<file path="src/rtl/amb_pkg.sv">
package amb_pkg;
    localparam int PH_W  = 4;          // bits per phase count
    localparam int TIM_W = 6 * PH_W;   // one timing word

    typedef enum logic [2:0] {
        PH_IDLE = 3'd0,
        PH_BLS  = 3'd1,
        PH_ASET = 3'd2,
        PH_AHLD = 3'd3,
        PH_DSET = 3'd4,
        PH_DHLD = 3'd5,
        PH_TURN = 3'd6
    } phase_e;

    typedef struct packed {
        logic [PH_W-1:0] turn;
        logic [PH_W-1:0] dhld;
        logic [PH_W-1:0] dset;
        logic [PH_W-1:0] ahld;
        logic [PH_W-1:0] aset;
        logic [PH_W-1:0] bls;
    } timing_t;

    function automatic logic [PH_W-1:0] phase_len(input phase_e p, input timing_t t);
        case (p)
            PH_BLS:  return t.bls;
            PH_ASET: return t.aset;
            PH_AHLD: return t.ahld;
            PH_DSET: return t.dset;
            PH_DHLD: return t.dhld;
            PH_TURN: return t.turn;
            default: return '0;
        endcase
    endfunction

    // first phase after cur whose length is not zero, or idle
    function automatic phase_e next_phase(input phase_e cur, input timing_t t);
        phase_e r;
        logic   hit;
        r   = PH_IDLE;
        hit = 1'b0;
        for (int p = 1; p < 7; p++) begin
            if (!hit && p > int'(cur) && phase_len(phase_e'(3'(p)), t) != '0) begin
                r   = phase_e'(3'(p));
                hit = 1'b1;
            end
        end
        return r;
    endfunction
endpackage

</file>
<file path="src/rtl/amb_timing_sel.sv">
module amb_timing_sel
    import amb_pkg::*;
#(
    parameter  int NUM_CS = 2,
    localparam int CS_W   = (NUM_CS > 1) ? $clog2(NUM_CS) : 1
) (
    input  logic [NUM_CS*TIM_W-1:0] rd_tim_flat,
    input  logic [NUM_CS*TIM_W-1:0] wr_tim_flat,
    input  logic [NUM_CS-1:0]       wr_sep,
    input  logic [NUM_CS-1:0]       mux_en,
    input  logic [CS_W-1:0]         cs,
    input  logic                    is_write,
    output timing_t                 eff
);
    timing_t rd_arr [NUM_CS];
    timing_t wr_arr [NUM_CS];

    for (genvar g = 0; g < NUM_CS; g++) begin : g_unpack
        assign rd_arr[g] = rd_tim_flat[g*TIM_W +: TIM_W];
        assign wr_arr[g] = wr_tim_flat[g*TIM_W +: TIM_W];
    end

    always_comb begin
        timing_t pick;
        pick = rd_arr[cs];
        if (is_write && wr_sep[cs]) begin
            pick     = wr_arr[cs];
            pick.bls = rd_arr[cs].bls;     // byte-lane setup always from read word
        end
        if (!mux_en[cs]) pick.ahld = '0;   // address hold only when multiplexed
        if (pick.dset == '0) pick.dset = PH_W'(1);
        eff = pick;
    end
endmodule

</file>
<file path="src/rtl/amb_phase_fsm.sv">
module amb_phase_fsm
    import amb_pkg::*;
(
    input  logic    clk,
    input  logic    rst_n,
    input  logic    start,
    input  timing_t start_tim,
    input  logic    wait_act,
    output phase_e  phase,
    output logic    done_pulse,
    output logic    capture
);
    typedef struct packed {
        phase_e          ph;
        logic [PH_W-1:0] cnt;
        timing_t         tim;
        logic            ack;
    } st_t;

    st_t  s_d, s_q;
    logic hold;

    always_comb begin
        s_d     = s_q;
        s_d.ack = 1'b0;
        hold    = (s_q.ph == PH_DSET) && wait_act;
        if (s_q.ph == PH_IDLE) begin
            if (start) begin
                s_d.tim = start_tim;
                s_d.ph  = next_phase(PH_IDLE, start_tim);
                s_d.cnt = phase_len(s_d.ph, start_tim);
            end
        end else if (!hold) begin
            if (s_q.cnt > PH_W'(1)) begin
                s_d.cnt = s_q.cnt - 1'b1;
            end else begin
                s_d.ph  = next_phase(s_q.ph, s_q.tim);
                s_d.cnt = phase_len(s_d.ph, s_q.tim);
                s_d.ack = (s_d.ph == PH_IDLE);
            end
        end
    end

    always_ff @(posedge clk or negedge rst_n) begin
        if (!rst_n) s_q <= '0;
        else        s_q <= s_d;
    end

    assign phase      = s_q.ph;
    assign done_pulse = s_q.ack;
    assign capture    = (s_q.ph == PH_DSET) && !hold && (s_q.cnt == PH_W'(1));

    assert_ack_single_R10: assert property (@(posedge clk) disable iff (!rst_n)
        s_q.ack |=> !s_q.ack);

    assert_wait_holds_R9: assert property (@(posedge clk) disable iff (!rst_n)
        (s_q.ph == PH_DSET && wait_act) |=> (s_q.ph == PH_DSET && $stable(s_q.cnt)));

    assert_active_cnt_R2: assert property (@(posedge clk) disable iff (!rst_n)
        (s_q.ph != PH_IDLE) |-> (s_q.cnt != '0));

    assert_dhld_after_dset_R3: assert property (@(posedge clk) disable iff (!rst_n)
        (s_q.ph == PH_DSET && !wait_act && s_q.cnt == PH_W'(1)) |=> (s_q.ph != PH_DSET));
endmodule

</file>
<file path="src/rtl/amb_seq.sv">
module amb_seq
    import amb_pkg::*;
#(
    parameter  int NUM_CS = 2,
    parameter  int ADDR_W = 20,
    localparam int CS_W   = (NUM_CS > 1) ? $clog2(NUM_CS) : 1
) (
    input  logic                    clk,
    input  logic                    rst_n,
    input  logic                    req_valid,
    input  logic                    req_write,
    input  logic [CS_W-1:0]         req_cs,
    input  logic [ADDR_W-1:0]       req_addr,
    input  logic [15:0]             req_wdata,
    input  logic [1:0]              req_be,
    output logic                    req_ack,
    output logic [15:0]             rsp_rdata,
    input  logic [NUM_CS*TIM_W-1:0] cfg_rd_tim,
    input  logic [NUM_CS*TIM_W-1:0] cfg_wr_tim,
    input  logic [NUM_CS-1:0]       cfg_wr_sep,
    input  logic [NUM_CS-1:0]       cfg_mux,
    input  logic [NUM_CS-1:0]       cfg_wide,
    input  logic [NUM_CS-1:0]       cfg_wait_en,
    input  logic [NUM_CS-1:0]       cfg_wait_hi,
    output logic [NUM_CS-1:0]       mem_cs_n,
    output logic [ADDR_W-1:0]       mem_addr,
    output logic [1:0]              mem_bl_n,
    output logic                    mem_oe_n,
    output logic                    mem_we_n,
    output logic [15:0]             mem_dq_out,
    output logic                    mem_dq_oe,
    input  logic [15:0]             mem_dq_in,
    input  logic                    mem_wait
);
    typedef struct packed {
        logic [CS_W-1:0]   cs;
        logic              wr;
        logic [ADDR_W-1:0] addr;
        logic [15:0]       wdata;
        logic [1:0]        be;
        logic              mux;
        logic              wide;
        logic              wen;
        logic              whi;
        logic [15:0]       rdata;
    } ctx_t;

    ctx_t    c_d, c_q;
    timing_t eff_tim;
    phase_e  phase;
    logic    done, capture, start, wait_act;
    logic    in_addr, in_data, in_cs, in_bl;

    amb_timing_sel #(.NUM_CS(NUM_CS)) u_tsel (
        .rd_tim_flat (cfg_rd_tim),
        .wr_tim_flat (cfg_wr_tim),
        .wr_sep      (cfg_wr_sep),
        .mux_en      (cfg_mux),
        .cs          (req_cs),
        .is_write    (req_write),
        .eff         (eff_tim)
    );

    assign start    = req_valid && (phase == PH_IDLE) && !done;
    assign wait_act = c_q.wen && (mem_wait == c_q.whi);

    amb_phase_fsm u_fsm (
        .clk        (clk),
        .rst_n      (rst_n),
        .start      (start),
        .start_tim  (eff_tim),
        .wait_act   (wait_act),
        .phase      (phase),
        .done_pulse (done),
        .capture    (capture)
    );

    always_comb begin
        c_d = c_q;
        if (start) begin
            c_d.cs    = req_cs;
            c_d.wr    = req_write;
            c_d.addr  = req_addr;
            c_d.wdata = req_wdata;
            c_d.be    = req_be;
            c_d.mux   = cfg_mux[req_cs];
            c_d.wide  = cfg_wide[req_cs];
            c_d.wen   = cfg_wait_en[req_cs];
            c_d.whi   = cfg_wait_hi[req_cs];
        end
        if (capture && !c_q.wr)
            c_d.rdata = c_q.wide ? mem_dq_in : {8'h00, mem_dq_in[7:0]};
    end

    always_ff @(posedge clk or negedge rst_n) begin
        if (!rst_n) c_q <= '0;
        else        c_q <= c_d;
    end

    // bus outputs decoded from the registered phase
    always_comb begin
        in_addr    = (phase == PH_ASET) || (phase == PH_AHLD);
        in_data    = (phase == PH_DSET) || (phase == PH_DHLD);
        in_cs      = in_addr || in_data;
        in_bl      = in_cs || (phase == PH_BLS);
        mem_bl_n   = in_bl ? (c_q.wide ? ~c_q.be : 2'b10) : 2'b11;
        mem_oe_n   = !(!c_q.wr && in_data);
        mem_we_n   = !(c_q.wr && (phase == PH_DSET));
        mem_dq_oe  = (c_q.wr && in_data) || (c_q.mux && in_addr);
        if (c_q.mux && in_addr) mem_dq_out = c_q.addr[15:0];
        else if (c_q.wide)      mem_dq_out = c_q.wdata;
        else                    mem_dq_out = {8'h00, c_q.wdata[7:0]};
    end

    for (genvar g = 0; g < NUM_CS; g++) begin : g_cs
        assign mem_cs_n[g] = !(in_cs && (c_q.cs == CS_W'(g)));
    end

    assign mem_addr  = c_q.addr;
    assign req_ack   = done;
    assign rsp_rdata = c_q.rdata;

    assert_one_select_R1: assert property (@(posedge clk) disable iff (!rst_n)
        $countones(~mem_cs_n) <= 1);

    assert_strobes_apart_R5: assert property (@(posedge clk) disable iff (!rst_n)
        !(!mem_oe_n && !mem_we_n));

    assert_no_drive_on_read_R6: assert property (@(posedge clk) disable iff (!rst_n)
        !mem_oe_n |-> !mem_dq_oe);

    assert_ack_idle_bus_R10: assert property (@(posedge clk) disable iff (!rst_n)
        req_ack |-> (&mem_cs_n && mem_oe_n && mem_we_n));
endmodule

</file>
<file path="config.mk">
export PLATFORM = sky130hd
export DESIGN_NAME = amb_seq
export DESIGN_NICKNAME = d
export VERILOG_FILES = /design/src/rtl/amb_pkg.sv /design/src/rtl/amb_timing_sel.sv /design/src/rtl/amb_phase_fsm.sv /design/src/rtl/amb_seq.sv
export SDC_FILE = /design/constraint.sdc
export NUM_CORES = 1
export LEC_CHECK = 0
export ABC_AREA = 0
export BUFFER_PORTS_ARGS = -buffer_cell sky130_fd_sc_hd__buf_2
export CORE_ASPECT_RATIO = 0.6
export CORE_MARGIN = 2
export CORE_UTILIZATION = 53
export CTS_BUF_LIST = sky130_fd_sc_hd__clkbuf_16
export DETAILED_ROUTE_END_ITERATION = 8
export PLACE_DENSITY = 0.92
export SLEW_MARGIN = 20
export SYNTH_ARGS = -nofsm -noshare
export SYNTH_HDL_FRONTEND = slang
export SYNTH_SLANG_ARGS = --single-unit
</file>
<file path="constraint.sdc">
create_clock -name clk -period 3.6 [get_ports clk]
set_input_delay 0.18 -clock clk [delete_from_list [all_inputs] [get_ports clk]]
set_output_delay 0.18 -clock clk [all_outputs]
set_load 0.01 [all_outputs]
</file>
=== After elaboration in Yosys (flattened, before gate mapping) ===
Index checks and enable logic that the tools add are counted.

* Magnitude comparators: 9
* Multiply operators: 0
* Shift operators: 0
* Divide/modulo/power cells: 0
* Add/sub/neg operators: 1
* Muxes and demuxes: 116
* Equal/unequal tests: 22
* Reductions and logical operators: 70
* Bitwise logic cells: 3

{| class="wikitable"
|+ Operator list
! operator !! count
|-
| 24-bit 2-to-1 mux || 7
|-
| 4-bit 2-to-1 mux || 33
|-
| 1-bit 2-to-1 mux || 50
|-
| 16-bit 2-to-1 mux || 3
|-
| 4-bit case mux with 6 select lines || 2
|-
| 4-bit nonzero test || 12
|-
| 3-bit 2-to-1 mux || 12
|-
| 31-bit 2-to-1 mux || 1
|-
| 1-bit logical AND || 30
|-
| 3-bit == test, second input constant || 8
|-
| 3-bit by 2-bit == test with 1-bit output, second input constant || 6
|-
| 1-bit zero test || 17
|-
| 7-bit 2-to-1 mux || 2
|-
| 2-bit 2-to-1 mux || 6
|-
| 3-bit by 1-bit == test with 1-bit output, second input constant || 3
|-
| 3-bit greater-than comparator, first input constant || 3
|-
| 2-bit by 3-bit greater-than comparator with 1-bit output, first input constant || 2
|-
| 3-bit zero test || 2
|-
| 2-bit != test, second input constant || 3
|-
| 1-bit logical OR || 5
|-
| 4-bit by 1-bit == test with 1-bit output, second input constant || 1
|-
| 4-bit by 1-bit greater-than comparator with 1-bit output, second input constant || 1
|-
| 4-bit zero test || 1
|-
| 2-bit AND reduction || 2
|-
| 9 further kinds || 9
|}

* Bits in registers: 92
* Bits in read-only memories: 0
* Latch bits: 0
* Bits in writable memories: 0
* Memories: 0

=== Logic depth before layout (Yosys ltp) ===
Gate-level depths: netlist of run 1.

* Depth in word-level cells: 51
* Gate-level depth with buffers: 9
* Depth with buffers taken out: 8

=== By module ===
From an unflattened synthesis of run 1, not the netlist that was laid out.

* Cell total of the unflattened synthesis: 534
* Area total of the unflattened synthesis: 5896.9 um^2

{| class="wikitable"
|+ By module, submodules not included
! module !! times used !! cells an instance !! sequential area each (um^2) !! area each (um^2)
|-
| amb_seq || 1 || 259 || 1501.4 || 3094.2
|-
| amb_phase_fsm || 1 || 226 || 800.8 || 2159.6
|-
| amb_timing_sel || 1 || 49 || 0.0 || 643.1
|}

=== Worst setup path before layout of run 1 ===
Ideal clock, no wire load.

* Path type: reg2reg
* Start point: register u_fsm.s_q, in the netlist u_fsm.phase[0]
* End point: register u_fsm.s_q[28] (netlist name)
* Setup time: 0.139 ns
* Data arrival time: 2.085 ns
* Slack: 1.376 ns
* Cell stages (with the launch flop): 9
* Clock period less this slack: 2.224 ns
* Path buffers: 2
* Data required time: 3.461 ns
* Cells stage by stage: dfrtp_1 -> buf_6 -> or3_1 -> buf_6 -> o32a_2 -> and3_4 -> a32oi_1 -> a21oi_1 -> or4_1

* Longest elaborated chain between the ends: 46
* Elaborated cells between the ends (all ways): 69
* Classes of those cells: order compare (6); eq/ne (9); mux (33); reduce/logical (21)

{| class="wikitable"
|+ RTL lines
! item !! RTL line !! source
|-
| start: declaration || amb_phase_fsm.sv:20 || <nowiki>st_t s_d, s_q;</nowiki>
|-
| start signal: assignment || amb_phase_fsm.sv:45 || <nowiki>if (!rst_n) s_q <= '0;</nowiki>
|-
| start signal: assignment || amb_phase_fsm.sv:46 || <nowiki>else s_q <= s_d;</nowiki>
|-
| 1-bit by 3-bit greater-than comparator with 1-bit output || amb_pkg.sv:43 || <nowiki>if (!hit && p > int'(cur) && phase_len(phase_e'(3'(p)), t) != '0) begin</nowiki>
|-
| 1-bit logical AND || amb_pkg.sv:43 ||
|-
| 1-bit 2-to-1 mux || amb_pkg.sv:43 ||
|-
| 1-bit 2-to-1 mux || amb_phase_fsm.sv:34 || <nowiki>if (s_q.cnt > PH_W'(1)) begin</nowiki>
|-
| 1-bit 2-to-1 mux || amb_phase_fsm.sv:33 || <nowiki>end else if (!hold) begin</nowiki>
|-
| 1-bit 2-to-1 mux || amb_phase_fsm.sv:27 || <nowiki>if (s_q.ph == PH_IDLE) begin</nowiki>
|-
| 1-bit zero test || amb_pkg.sv:43 ||
|-
| 1-bit logical AND (2 in a row) || amb_pkg.sv:43 ||
|-
| (+29 left out) || n/a ||
|-
| 3-bit 2-to-1 mux || amb_phase_fsm.sv:34 ||
|-
| 3-bit 2-to-1 mux || amb_phase_fsm.sv:33 ||
|-
| 3-bit 2-to-1 mux || amb_phase_fsm.sv:27 ||
|-
| 3-bit == test (tied with other cells) || amb_pkg.sv:25 || <nowiki>case (p)</nowiki>
|-
| 4-bit case mux with 6 select lines || amb_pkg.sv:25 ||
|-
| 4-bit 2-to-1 mux || amb_phase_fsm.sv:34 ||
|-
| 7-bit 2-to-1 mux || amb_phase_fsm.sv:33 ||
|-
| 7-bit 2-to-1 mux || amb_phase_fsm.sv:27 ||
|}

Several ways; a longest one is shown, not always the timed one. The select of a mux whose other input is x is not followed.
A chain may end at the register's enable or synchronous reset.

=== Final worst setup path of run 1 ===
* Start point: register u_fsm.s_q[2] (netlist name)
* End point: register u_fsm.s_q[27] (netlist name)

* Longest elaborated chain between the ends: 49
* Elaborated cells between the ends (all ways): 59
* Classes of those cells: eq/ne (6); mux (36); reduce/logical (17)

{| class="wikitable"
|+ RTL lines
! item !! RTL line
|-
| 4-bit 2-to-1 mux (*) || amb_phase_fsm.sv:34
|-
| 4-bit 2-to-1 mux (*) || amb_phase_fsm.sv:33
|-
| 4-bit 2-to-1 mux (*) || amb_phase_fsm.sv:27
|-
| 4-bit nonzero test (*) || amb_pkg.sv:43
|-
| 1-bit logical AND (*) || amb_pkg.sv:43
|-
| 1-bit 2-to-1 mux || amb_pkg.sv:43
|-
| 1-bit 2-to-1 mux || amb_phase_fsm.sv:34
|-
| 1-bit 2-to-1 mux || amb_phase_fsm.sv:33
|-
| (+33 left out) || n/a
|-
| 3-bit 2-to-1 mux (*) || amb_phase_fsm.sv:34
|-
| 3-bit 2-to-1 mux (*) || amb_phase_fsm.sv:33
|-
| 3-bit 2-to-1 mux (*) || amb_phase_fsm.sv:27
|-
| 3-bit == test (tied with other cells) || amb_pkg.sv:25
|-
| 4-bit case mux with 6 select lines (*) || amb_pkg.sv:25
|-
| 4-bit 2-to-1 mux (*) || amb_phase_fsm.sv:34
|-
| 7-bit 2-to-1 mux (*) || amb_phase_fsm.sv:33
|-
| 7-bit 2-to-1 mux (*) || amb_phase_fsm.sv:27
|}

Every way passes the cells marked *; elsewhere a longest branch is shown, timed or not. The select of a mux whose other input is x is not followed.

==> results of run 1 <==
-- flip-flops by register name, summed over array words and instances (netlist names) --
name	count
mem_addr	20
u_fsm.phase	3
u_fsm.s_q	28
u_fsm.done_pulse	1
c_q	24
rsp_rdata	16
-- worst register-to-register path: cells and delay by family, from the launching register on --
kind	cells	cell delay [ns]
AOI/OAI and AO/OA	5	1.51
DFF	1	0.40
and+or+nand+nor	1	0.83
-- routing by layer --
layer  GRT usage, %  vias to the layer above  routed length [um]
li1               -                     2562                   -
met1          38.82                     2480                6719
met2          39.30                      298                6407
met3          8.547                       21                1616
met4          5.303                        0                 185
met5              0                        -                   0
-- worst paths after layout --
| path | end | slack (ns) | cells after the start |
|---|---|---|---|
| max reg2reg | u_fsm.s_q[27]$_DFFE_PN0P_ | 0.81 | 6 |
| min reg2reg | mem_addr[17]$_DFFE_PN0P_ | 0.47 | 2 |
| max | u_fsm.s_q[27]$_DFFE_PN0P_ | 0.81 | 6 |
| min | mem_addr[18]$_DFFE_PN0P_ | 0.03 | 3 |
| min in group asynchronous | u_fsm.done_pulse$_DFF_PN0_ | 0.51 | 2 |
| max in group asynchronous | c_q[23]$_DFFE_PN0P_ | 2.23 | 3 |
-- cell families (layout without fill, tap and decap cells) --
family          Yosys count  in the layout  share of synthesized area (%)
xor+xnor                  2              2                         0.3183
buf+inv                  84            253                          8.684
mux                      30             30                          7.956
compound gates          121            121                          14.87
fa+ha+maj                 2              2                         0.4546
simple gates            325            325                          25.89
flops                    92             92                          41.83
-- layout by cell type, fill, tap and decap left out, types with 9 or more instances in the layout --
cell type                   netlist  layout
sky130_fd_sc_hd__dfrtp_1         92      92
sky130_fd_sc_hd__nand2_1        243     243
sky130_fd_sc_hd__buf_2            7     216
sky130_fd_sc_hd__a21oi_1         18      18
sky130_fd_sc_hd__a211oi_1        15      15
sky130_fd_sc_hd__and3_1          13      13
sky130_fd_sc_hd__buf_4           37      10
sky130_fd_sc_hd__clkbuf_16        0       9
sky130_fd_sc_hd__o21ai_1         11      10
sky130_fd_sc_hd__inv_1            9       9
sky130_fd_sc_hd__nand3_1         14      14
sky130_fd_sc_hd__mux4_2          10      10
sky130_fd_sc_hd__mux2i_1         10      10
sky130_fd_sc_hd__o21ai_0         27      27
-- what timing repair did --
item                                   CTS  global route
resized for setup                        0             0
hold buffers                             1             0
endpoints found under the hold margin   37             0
setup endpoints to repair                0             0
-- cell type report --
class / count / share of cell area [%]
clock buffer: 9 / 3.344
timing repair buffer: 227 / 17.32
tap: 135 / 2.508
multi-input combinational: 480 / 40.60
clock inverter: 6 / 1.431
sequential: 92 / 34.19
inverter: 11 / 0.6132
-- report_power, final --
part           switching (mW)  leakage, nW  internal [mW]
combinational            1.27         2.25          0.895
clock                   0.399        0.154          0.613
sequential              0.407         1.17           1.49
-- metrics by stage --
stage | power [mW] | utilization [%] | instances | cell area (um2) | hold WS (ns)
after floorplan | 3.470 | - | 656 | 5504 | -0.1156
after global placement | 3.952 | 64.12 | 944 | 6402 | 0.3469
after detailed placement | 4.036 | 64.12 | 944 | 6402 | 0.3481
after CTS | 5.062 | 67.44 | 960 | 6734 | 0.02000
after global routing | 5.443 | 67.44 | 960 | 6734 | 0.03329
final | 5.075 | 67.44 | 960 | 6734 | 0.03201
==> flow_metrics.tcl, run 1 <==
set metrics [dict create \
    run_status "complete, no violations" \
    floorplan.initialDensity_pct 55.13 \
    critical_path.reg2reg.startpoint "u_fsm.s_q[2]$_DFFE_PN0P_" \
    initial_antenna_violation_count 0 \
    powerDensity_nw_per_um2 753.6 \
    final_antenna_net_count 0 \
    postSynth.asyncResetShare_pct 100.0 \
    largest_fanout_on_the_critical_path 4 \
    max_cap_violations 0 \
    path_delay_family "compound AO/OA/AOI/OAI gates" \
    multi_input_area_um2 2734 \
    max_stage_delay_ns 0.83 \
    cts_inserted_buffers 9 \
    synth_cell_types 69 \
    worstPathBufferInverterCount 0 \
    finalNetCount 989 \
    grt_usage_pct 26.67 \
    timing.critical_path.required_ns 3.88 \
    finClkSkew_ns 0.01104 \
    wl_per_cell_um 15.55 \
    die_width_um 135.6 \
    worst_hold_startpoint "req_addr[18]" \
    final_cycle_share_pct 77.44 \
    synth.cell_area_um2 5504 \
    grt-ovfl-total 0 \
    synth_ff_type "sky130_fd_sc_hd__dfrtp_1" \
    core_area_um2 9985 \
    headroom_to_the_max_slew_limit_pct 36.59 \
    critical-path-top-cell-by-count "sky130_fd_sc_hd__a211oi_1" \
    drt-initial-drc-count 427 \
    post_synth.cell_area_avg_um2 8.390 \
    worstSkewPairLatency_ns 0.34 \
    ctsRootBufferMaster "sky130_fd_sc_hd__clkbuf_16" \
    finalWeightedCongestion 0.9961 \
    pre_cts_worst_setup_slack_ns 0.9721 \
    cp-end-kind "flop" \
    synth_enable_flop_cells 0 \
    clock_tree.buffer_depth 2 \
    vias_post_dr 5361 \
    dp_hpwl_um 11480 \
    clock_tree_from_tritoncts "done" \
    remaining_drc_errors 0 \
    crit_path_start "u_fsm.s_q[2]$_DFFE_PN0P_" \
    timing.hold.worst.class "input port to flop" \
    die_area_um2 11240 \
    insertedDiodeCount 0 \
    worst-slew-pin-transition_ns 0.9424 \
    synth_warnings 0 \
    grt_setup_unrepaired "no" \
    drt_pass1_iterations 5 \
    placementRows 28 \
    crit_path_top_delay_cell "sky130_fd_sc_hd__nor4_1" \
    final_wirelength_um 14930 \
    first_global_vias 4927 \
    syn_inst 656 \
    grt_max_degree 71 \
    post_cts_buffers 0 \
    synth.yosys.seq_area_share_pct 41.83 \
    cp_cell_sequence "nor4_1 > o21ai_0 > a211oi_1 > a22oi_1 > a211oi_1 > a211o_1" \
    ff_latch_area_um2 2302 \
    cts.htree.levels 3 \
    most_frequent_cell_after_synthesis "sky130_fd_sc_hd__nand2_1" \
    netlist_top_cells_count "sky130_fd_sc_hd__nand2_1 (243), sky130_fd_sc_hd__dfrtp_1 (92), sky130_fd_sc_hd__buf_4 (37)" \
    report.final.slew_viol_count 0 \
    layout-drive-gt1-share_pct 32.97 \
    n_fill_cell 824 \
    timing.final.setup_violations 0 \
    die_y_um 82.94 \
    max_freq_ghz 0.3587 \
    grt_first_pass_wirelength_um 24010 \
    report.final.hold_viol_count 0 \
    fin_crit_ns 2.788 \
    yosysTopAreaCellShare_pct 41.83 \
    timing_worst_setup_path_type "flop to flop" \
    setup_ws_ns 0.8120 \
    biggest_area_contributors_in_the_synthesized_netlist "sky130_fd_sc_hd__dfrtp_1 (42%), sky130_fd_sc_hd__nand2_1 (17%), sky130_fd_sc_hd__buf_4 (5.0%)" \
    cp-start-kind "flop" \
    clock_sinks 92 \
    timing.setup.tns_ns 0 \
    total_leakage_power_nw 3.574 \
    path_clk_slew_ns 0.07 \
    flow.area_growth_from_synthesis_pct 22.35 \
    io_pins 226 \
    synth_fp_nets 824 \
    synth_top_area_cell "sky130_fd_sc_hd__dfrtp_1" \
    ir_worst_vdd_mv 0.3929 \
    postSynthRegisterBits 92 \
    cp_data_arrival_time_ns 3.07 \
    placement.io_buffers 217 \
    drt-vias-per-instance 5.584 \
]
(Power assumes the default switching activity.)
==> run 2: changes to the inputs <==
Settings changed: CORE_UTILIZATION 53 to 44, PLACE_DENSITY 0.92 to 0.82.
Clock period 3.6 ns to 2.4 ns, I/O delays scaled along.
==> flow_metrics.tcl, run 2 (synthesis results as in run 1) <==
set metrics [dict create \
    run_status "complete, no violations" \
    power_mw 7.782 \
    finClkSkew_ns 0.007768 \
    flow.area_growth_from_synthesis_pct 32.89 \
    powerDensity_nw_per_um2 1064 \
    clock_sinks 92 \
    ir_worst_vdd_mv 0.5364 \
    placed_cells 994 \
    layout-drive-gt1-share_pct 33.26 \
    path_delay_family "simple AND/OR/NAND/NOR gates" \
    fin_crit_ns 2.253 \
    die_area_um2 13450 \
    cp_cell_sequence "or4_4 > o211a_1 > and3_1 > a32oi_1 > a21oi_1 > or4_1" \
    vias_post_dr 5613 \
    report.final.hold_viol_count 0 \
    layout.cells.most_common "sky130_fd_sc_hd__nand2_1" \
    cts.htree.levels 3 \
    timing.hold.worst.class "input port to flop" \
    final_cycle_share_pct 93.87 \
    cp-start-kind "flop" \
    floorplan.initialDensity_pct 45.34 \
    drt-vias-per-instance 5.351 \
    insertedDiodeCount 0 \
    number_of_cells_on_the_critical_path 6 \
    ctsRootBufferMaster "sky130_fd_sc_hd__clkbuf_16" \
    headroom_to_the_max_slew_limit_pct 52.72 \
    grt_max_degree 92 \
    final_antenna_net_count 0 \
    clock_tree.buffer_depth 2 \
    finalNetCount 1047 \
    pwr-share-comb_pct 46.3 \
    clock_power_share_pct 17.9 \
    cts_inserted_buffers 9 \
    wl_per_cell_um 15.66 \
    worstSkewPairLatency_ns 0.33 \
    netSwitchingPower_mw 3.197 \
    drt_pass1_iterations 7 \
    timing.setup.tns_ns 0 \
    max_flop_register "u_fsm.s_q" \
    most_used_cells_in_the_layout_excluding_fill_and_tap_cells "sky130_fd_sc_hd__nand2_1 (243), sky130_fd_sc_hd__buf_2 (216), sky130_fd_sc_hd__dfrtp_1 (92), sky130_fd_sc_hd__dlygate4sd3_1 (39), sky130_fd_sc_hd__buf_4 (28)" \
    finalWeightedCongestion 0.9448 \
    n_fill_cell 1055 \
    reg2reg_depth 6 \
    largest_register_ffs 28 \
    cell_internal_pwr_mw 4.585 \
    crit_path_top_delay_cell "sky130_fd_sc_hd__or4_4" \
    total_leakage_power_nw 3.834 \
    timing.final.setup_violations 0 \
    hold_crit_depth 3 \
    path_clk_slew_ns 0.07 \
    io_pins 226 \
    grt_setup_unrepaired "no" \
    report.final.slew_viol_count 0 \
    core_area_um2 12140 \
    worst-slew-pin-transition_ns 0.7072 \
    final-instance-count-excl-fill 1049 \
    dp_hpwl_um 11930 \
    clock_tree_from_tritoncts "done" \
    post_cts_buffers 0 \
    die_width_um 148.4 \
    cp_data_arrival_time_ns 2.46 \
    drt-initial-drc-count 417 \
    final_wirelength_um 16430 \
    largest_fanout_on_the_critical_path 5 \
    remaining_drc_errors 0 \
    cp-end-kind "flop" \
    placement.io_buffers 217 \
    timing.critical_path.required_ns 2.60 \
    grt_usage_pct 25.28 \
    grt_first_pass_wirelength_um 27340 \
    power.sequential.fraction_pct 35.8 \
    grt-ovfl-total 0 \
    initial_antenna_violation_count 0 \
    placementRows 31 \
    timing_worst_setup_path_type "flop to flop" \
    max_freq_ghz 0.4439 \
    max_cap_violations 0 \
    worstPathBufferInverterCount 0 \
    power.switching_fraction_pct 41.08 \
    die_y_um 90.64 \
    max_stage_delay_ns 0.56 \
    first_global_vias 5513 \
]
run 2: changes by cell type in the layout (fill, tap and decap cells not counted), sizes merged:
cell and delta:
dlygate4sd3 +38, bufinv -1, clkinv +2, buf +20
run 2: per-stage QoR:
| stage | instance area, um2 | setup slack, ns | hold WS, ns | util, % |
|---|---|---|---|---|
| after floorplan | 5504 | 0.1763 | -0.1756 | - |
| after global placement | 6615 | 0.1748 | 0.1608 | 54.49 |
| after detailed placement | 6615 | 0.1594 | 0.1609 | 54.49 |
| after CTS | 7298 | 0.1384 | 0.003770 | 60.12 |
| after global routing | 7315 | 0.01886 | 0.005126 | 60.25 |
| final | 7315 | 0.1470 | 0.008344 | 60.25 |
run 2: final timing paths:
kind	start	to	slack [ns]
min in group asynchronous	rst_n	mem_addr[3]$_DFFE_PN0P_	0.39
worst min register to register	mem_addr[16]$_DFFE_PN0P_	mem_addr[16]$_DFFE_PN0P_	0.48
worst max-delay path	u_fsm.s_q[18]$_DFFE_PN0P_	u_fsm.s_q[25]$_DFFE_PN0P_	0.15
max in group asynchronous	rst_n	c_q[21]$_DFFE_PN0P_	1.34
worst max register to register	u_fsm.s_q[18]$_DFFE_PN0P_	u_fsm.s_q[25]$_DFFE_PN0P_	0.15
worst min-delay path	req_addr[19]	mem_addr[19]$_DFFE_PN0P_	0.008
run 2: final cells by class:
class | count | area, um2 | area share [%]
clock buffers | 9 | 225.2 | 3.079
clock inverters | 7 | 67.56 | 0.9237
inverters | 11 | 41.29 | 0.5645
multi-input cells | 480 | 2750 | 37.60
flip-flops and latches | 92 | 2302 | 31.47
well taps | 165 | 206.4 | 2.822
repair buffers | 285 | 1722 | 23.54
run 2: layer usage:
layer	share of wire (%)	wire, um	track usage [%]
met1	46	7516	35.77
met2	44	7224	39.24
met3	9.4	1549	7.374
met4	0.85	140	4.206
met5	0	0	0
run 2: power by group through the flow:
stage               clock, mW  sequential (mW)  combinational [mW]
finish                   1.39             2.79                3.60
global placement            0             2.77                3.41
global route             1.50             2.87                4.04
detailed placement          0             2.79                3.46
floorplan                   0             2.62                2.59
CTS                      1.43             2.77                3.52
run 2: repair_timing:
action / in CTS / in global routing
gates resized for setup: 0 / 3
hold buffers: 39 / 0
setup endpoints to repair: 0 / 4
endpoints found under the hold margin: 83 / 0
run 2: worst register-to-register path: stages (launching register included):
cell	delay, ns
sky130_fd_sc_hd__dfrtp_1	0.40
sky130_fd_sc_hd__or4_4	0.56
sky130_fd_sc_hd__o211a_1	0.13
sky130_fd_sc_hd__and3_1	0.25
sky130_fd_sc_hd__a32oi_1	0.18
sky130_fd_sc_hd__a21oi_1	0.09
sky130_fd_sc_hd__or4_1	0.53
==> run 3: changes to the inputs <==
Settings changed: CTS_BUF_LIST sky130_fd_sc_hd__clkbuf_16 to default, SLEW_MARGIN 20 to 10.
==> flow_metrics.tcl, run 3 (synthesis results as in run 1) <==
set metrics [dict create \
    run_status "complete, no violations" \
    timing.setup.tns_ns 0 \
    fin_crit_ns 2.253 \
    layout-drive-gt1-share_pct 33.37 \
    n_fill_cell 1054 \
    final_wirelength_um 16400 \
    final_cycle_share_pct 93.88 \
    drt-initial-drc-count 397 \
    clock_tree.buffer_depth 2 \
    max_freq_ghz 0.4438 \
    first_global_vias 5513 \
    cp-start-kind "flop" \
    largest_fanout_on_the_critical_path 5 \
    powerDensity_nw_per_um2 1067 \
    cp_data_arrival_time_ns 2.46 \
    timing.final.setup_violations 0 \
    cts.htree.levels 3 \
    cts_inserted_buffers 9 \
    finClkSkew_ns 0.008516 \
    die_width_um 148.4 \
    worst-slew-pin-transition_ns 0.7149 \
    headroom_to_the_max_slew_limit_pct 52.21 \
    ir_worst_vdd_mv 0.5390 \
    grt-ovfl-total 0 \
    drt_pass1_iterations 5 \
    core_area_um2 12140 \
    path_clk_slew_ns 0.07 \
    timing.critical_path.required_ns 2.60 \
    floorplan.initialDensity_pct 45.34 \
    die_area_um2 13450 \
    initial_antenna_violation_count 0 \
    finalWeightedCongestion 0.9448 \
    setup_ws_ns 0.1470 \
    power_mw 7.817 \
    clock_sinks 92 \
    post_cts_buffers 0 \
    placementRows 31 \
    total_leakage_power_nw 3.835 \
    ctsRootBufferMaster "sky130_fd_sc_hd__clkbuf_16" \
    remaining_drc_errors 0 \
    report.final.slew_viol_count 0 \
    clock_tree_from_tritoncts "done" \
    most_used_cells_in_the_layout_excluding_fill_and_tap_cells "sky130_fd_sc_hd__nand2_1 (243), sky130_fd_sc_hd__buf_2 (216), sky130_fd_sc_hd__dfrtp_1 (92), sky130_fd_sc_hd__dlygate4sd3_1 (39), sky130_fd_sc_hd__buf_4 (28)" \
    dp_hpwl_um 11930 \
    max_flop_register "u_fsm.s_q" \
    grt_setup_unrepaired "no" \
    placement.io_buffers 217 \
    grt_usage_pct 25.28 \
    timing.hold.worst.class "input port to flop" \
    finalNetCount 1047 \
    final_antenna_net_count 0 \
    layout.cells.most_common "sky130_fd_sc_hd__nand2_1" \
    placed_cells 994 \
    timing_worst_setup_path_type "flop to flop" \
    largest_register_ffs 28 \
    report.final.hold_viol_count 0 \
    grt_first_pass_wirelength_um 27340 \
    cp-end-kind "flop" \
    vias_post_dr 5609 \
    worstSkewPairLatency_ns 0.33 \
    wl_per_cell_um 15.63 \
    drt-vias-per-instance 5.347 \
    pre_cts_worst_setup_slack_ns 0.1594 \
    max_cap_violations 0 \
    grt_max_degree 92 \
    die_y_um 90.64 \
    flow.area_growth_from_synthesis_pct 33.08 \
    io_pins 226 \
    final-instance-count-excl-fill 1049 \
    insertedDiodeCount 0 \
]
## run 3: changes by cell type in the layout (fill, tap and decap cells not counted), sizes merged
| cell | delta |
|---|---|
| clkbuf | +2 |
| inv | -1 |
| clkinv | -1 |
## run 3: layout make-up
cell class / count / area, um2 / area share [%]
inverter: 11 / 41.29 / 0.5637
tap: 165 / 206.4 / 2.819
clock buffer: 11 / 242.7 / 3.314
multi-input combinational: 480 / 2750 / 37.55
timing repair buffer: 285 / 1722 / 23.51
clock inverter: 5 / 60.06 / 0.8200
sequential: 92 / 2302 / 31.43
## run 3: timing repair
| item | CTS | global route |
|---|---|---|
| resized for setup | 0 | 3 |
| hold endpoints to repair | 83 | 0 |
| setup endpoints to repair | 0 | 4 |
| hold buffers | 39 | 0 |
## run 3: final timing paths
kind                                                 from                        end  slack (ns)  cells past startpoint
min in group asynchronous                           rst_n    mem_addr[3]$_DFFE_PN0P_        0.39                      2
worst max-delay path            u_fsm.s_q[18]$_DFFE_PN0P_  u_fsm.s_q[25]$_DFFE_PN0P_        0.15                      6
worst min-delay path                         req_addr[19]   mem_addr[19]$_DFFE_PN0P_       0.009                      3
worst max register to register  u_fsm.s_q[18]$_DFFE_PN0P_  u_fsm.s_q[25]$_DFFE_PN0P_        0.15                      6
max in group asynchronous                           rst_n  u_fsm.s_q[20]$_DFFE_PN0P_        1.35                      3
worst min register to register   mem_addr[16]$_DFFE_PN0P_   mem_addr[16]$_DFFE_PN0P_        0.48                      2
## run 3: metrics by stage
step,hold WS (ns),area (um2),util [%]
final,0.008737,7325,60.33
after detailed placement,0.1609,6615,54.49
after global placement,0.1608,6615,54.49
after floorplan,-0.1756,5504,-
after global routing,0.005309,7325,60.33
after CTS,0.004032,7308,60.20
## run 3: per-layer routing
layer	part of all wire, %	vias to the layer above	global-route usage [%]
met1	46	2626	35.77
li1	-	2687	-
met5	0	-	0
met2	44	282	39.24
met3	9.6	14	7.374
met4	0.95	0	4.206
## run 3: worst max-delay path, stage by stage, from the launching register on
cell and delay [ns]:
sky130_fd_sc_hd__dfrtp_1 0.40, sky130_fd_sc_hd__or4_4 0.56, sky130_fd_sc_hd__o211a_1 0.13, sky130_fd_sc_hd__and3_1 0.24, sky130_fd_sc_hd__a32oi_1 0.18, sky130_fd_sc_hd__a21oi_1 0.09, sky130_fd_sc_hd__or4_1 0.53
## run 3: where the power goes
group,switching [mW],internal [mW]
Sequential,0.553,2.23
Clock,0.592,0.840
Combinational,2.05,1.55
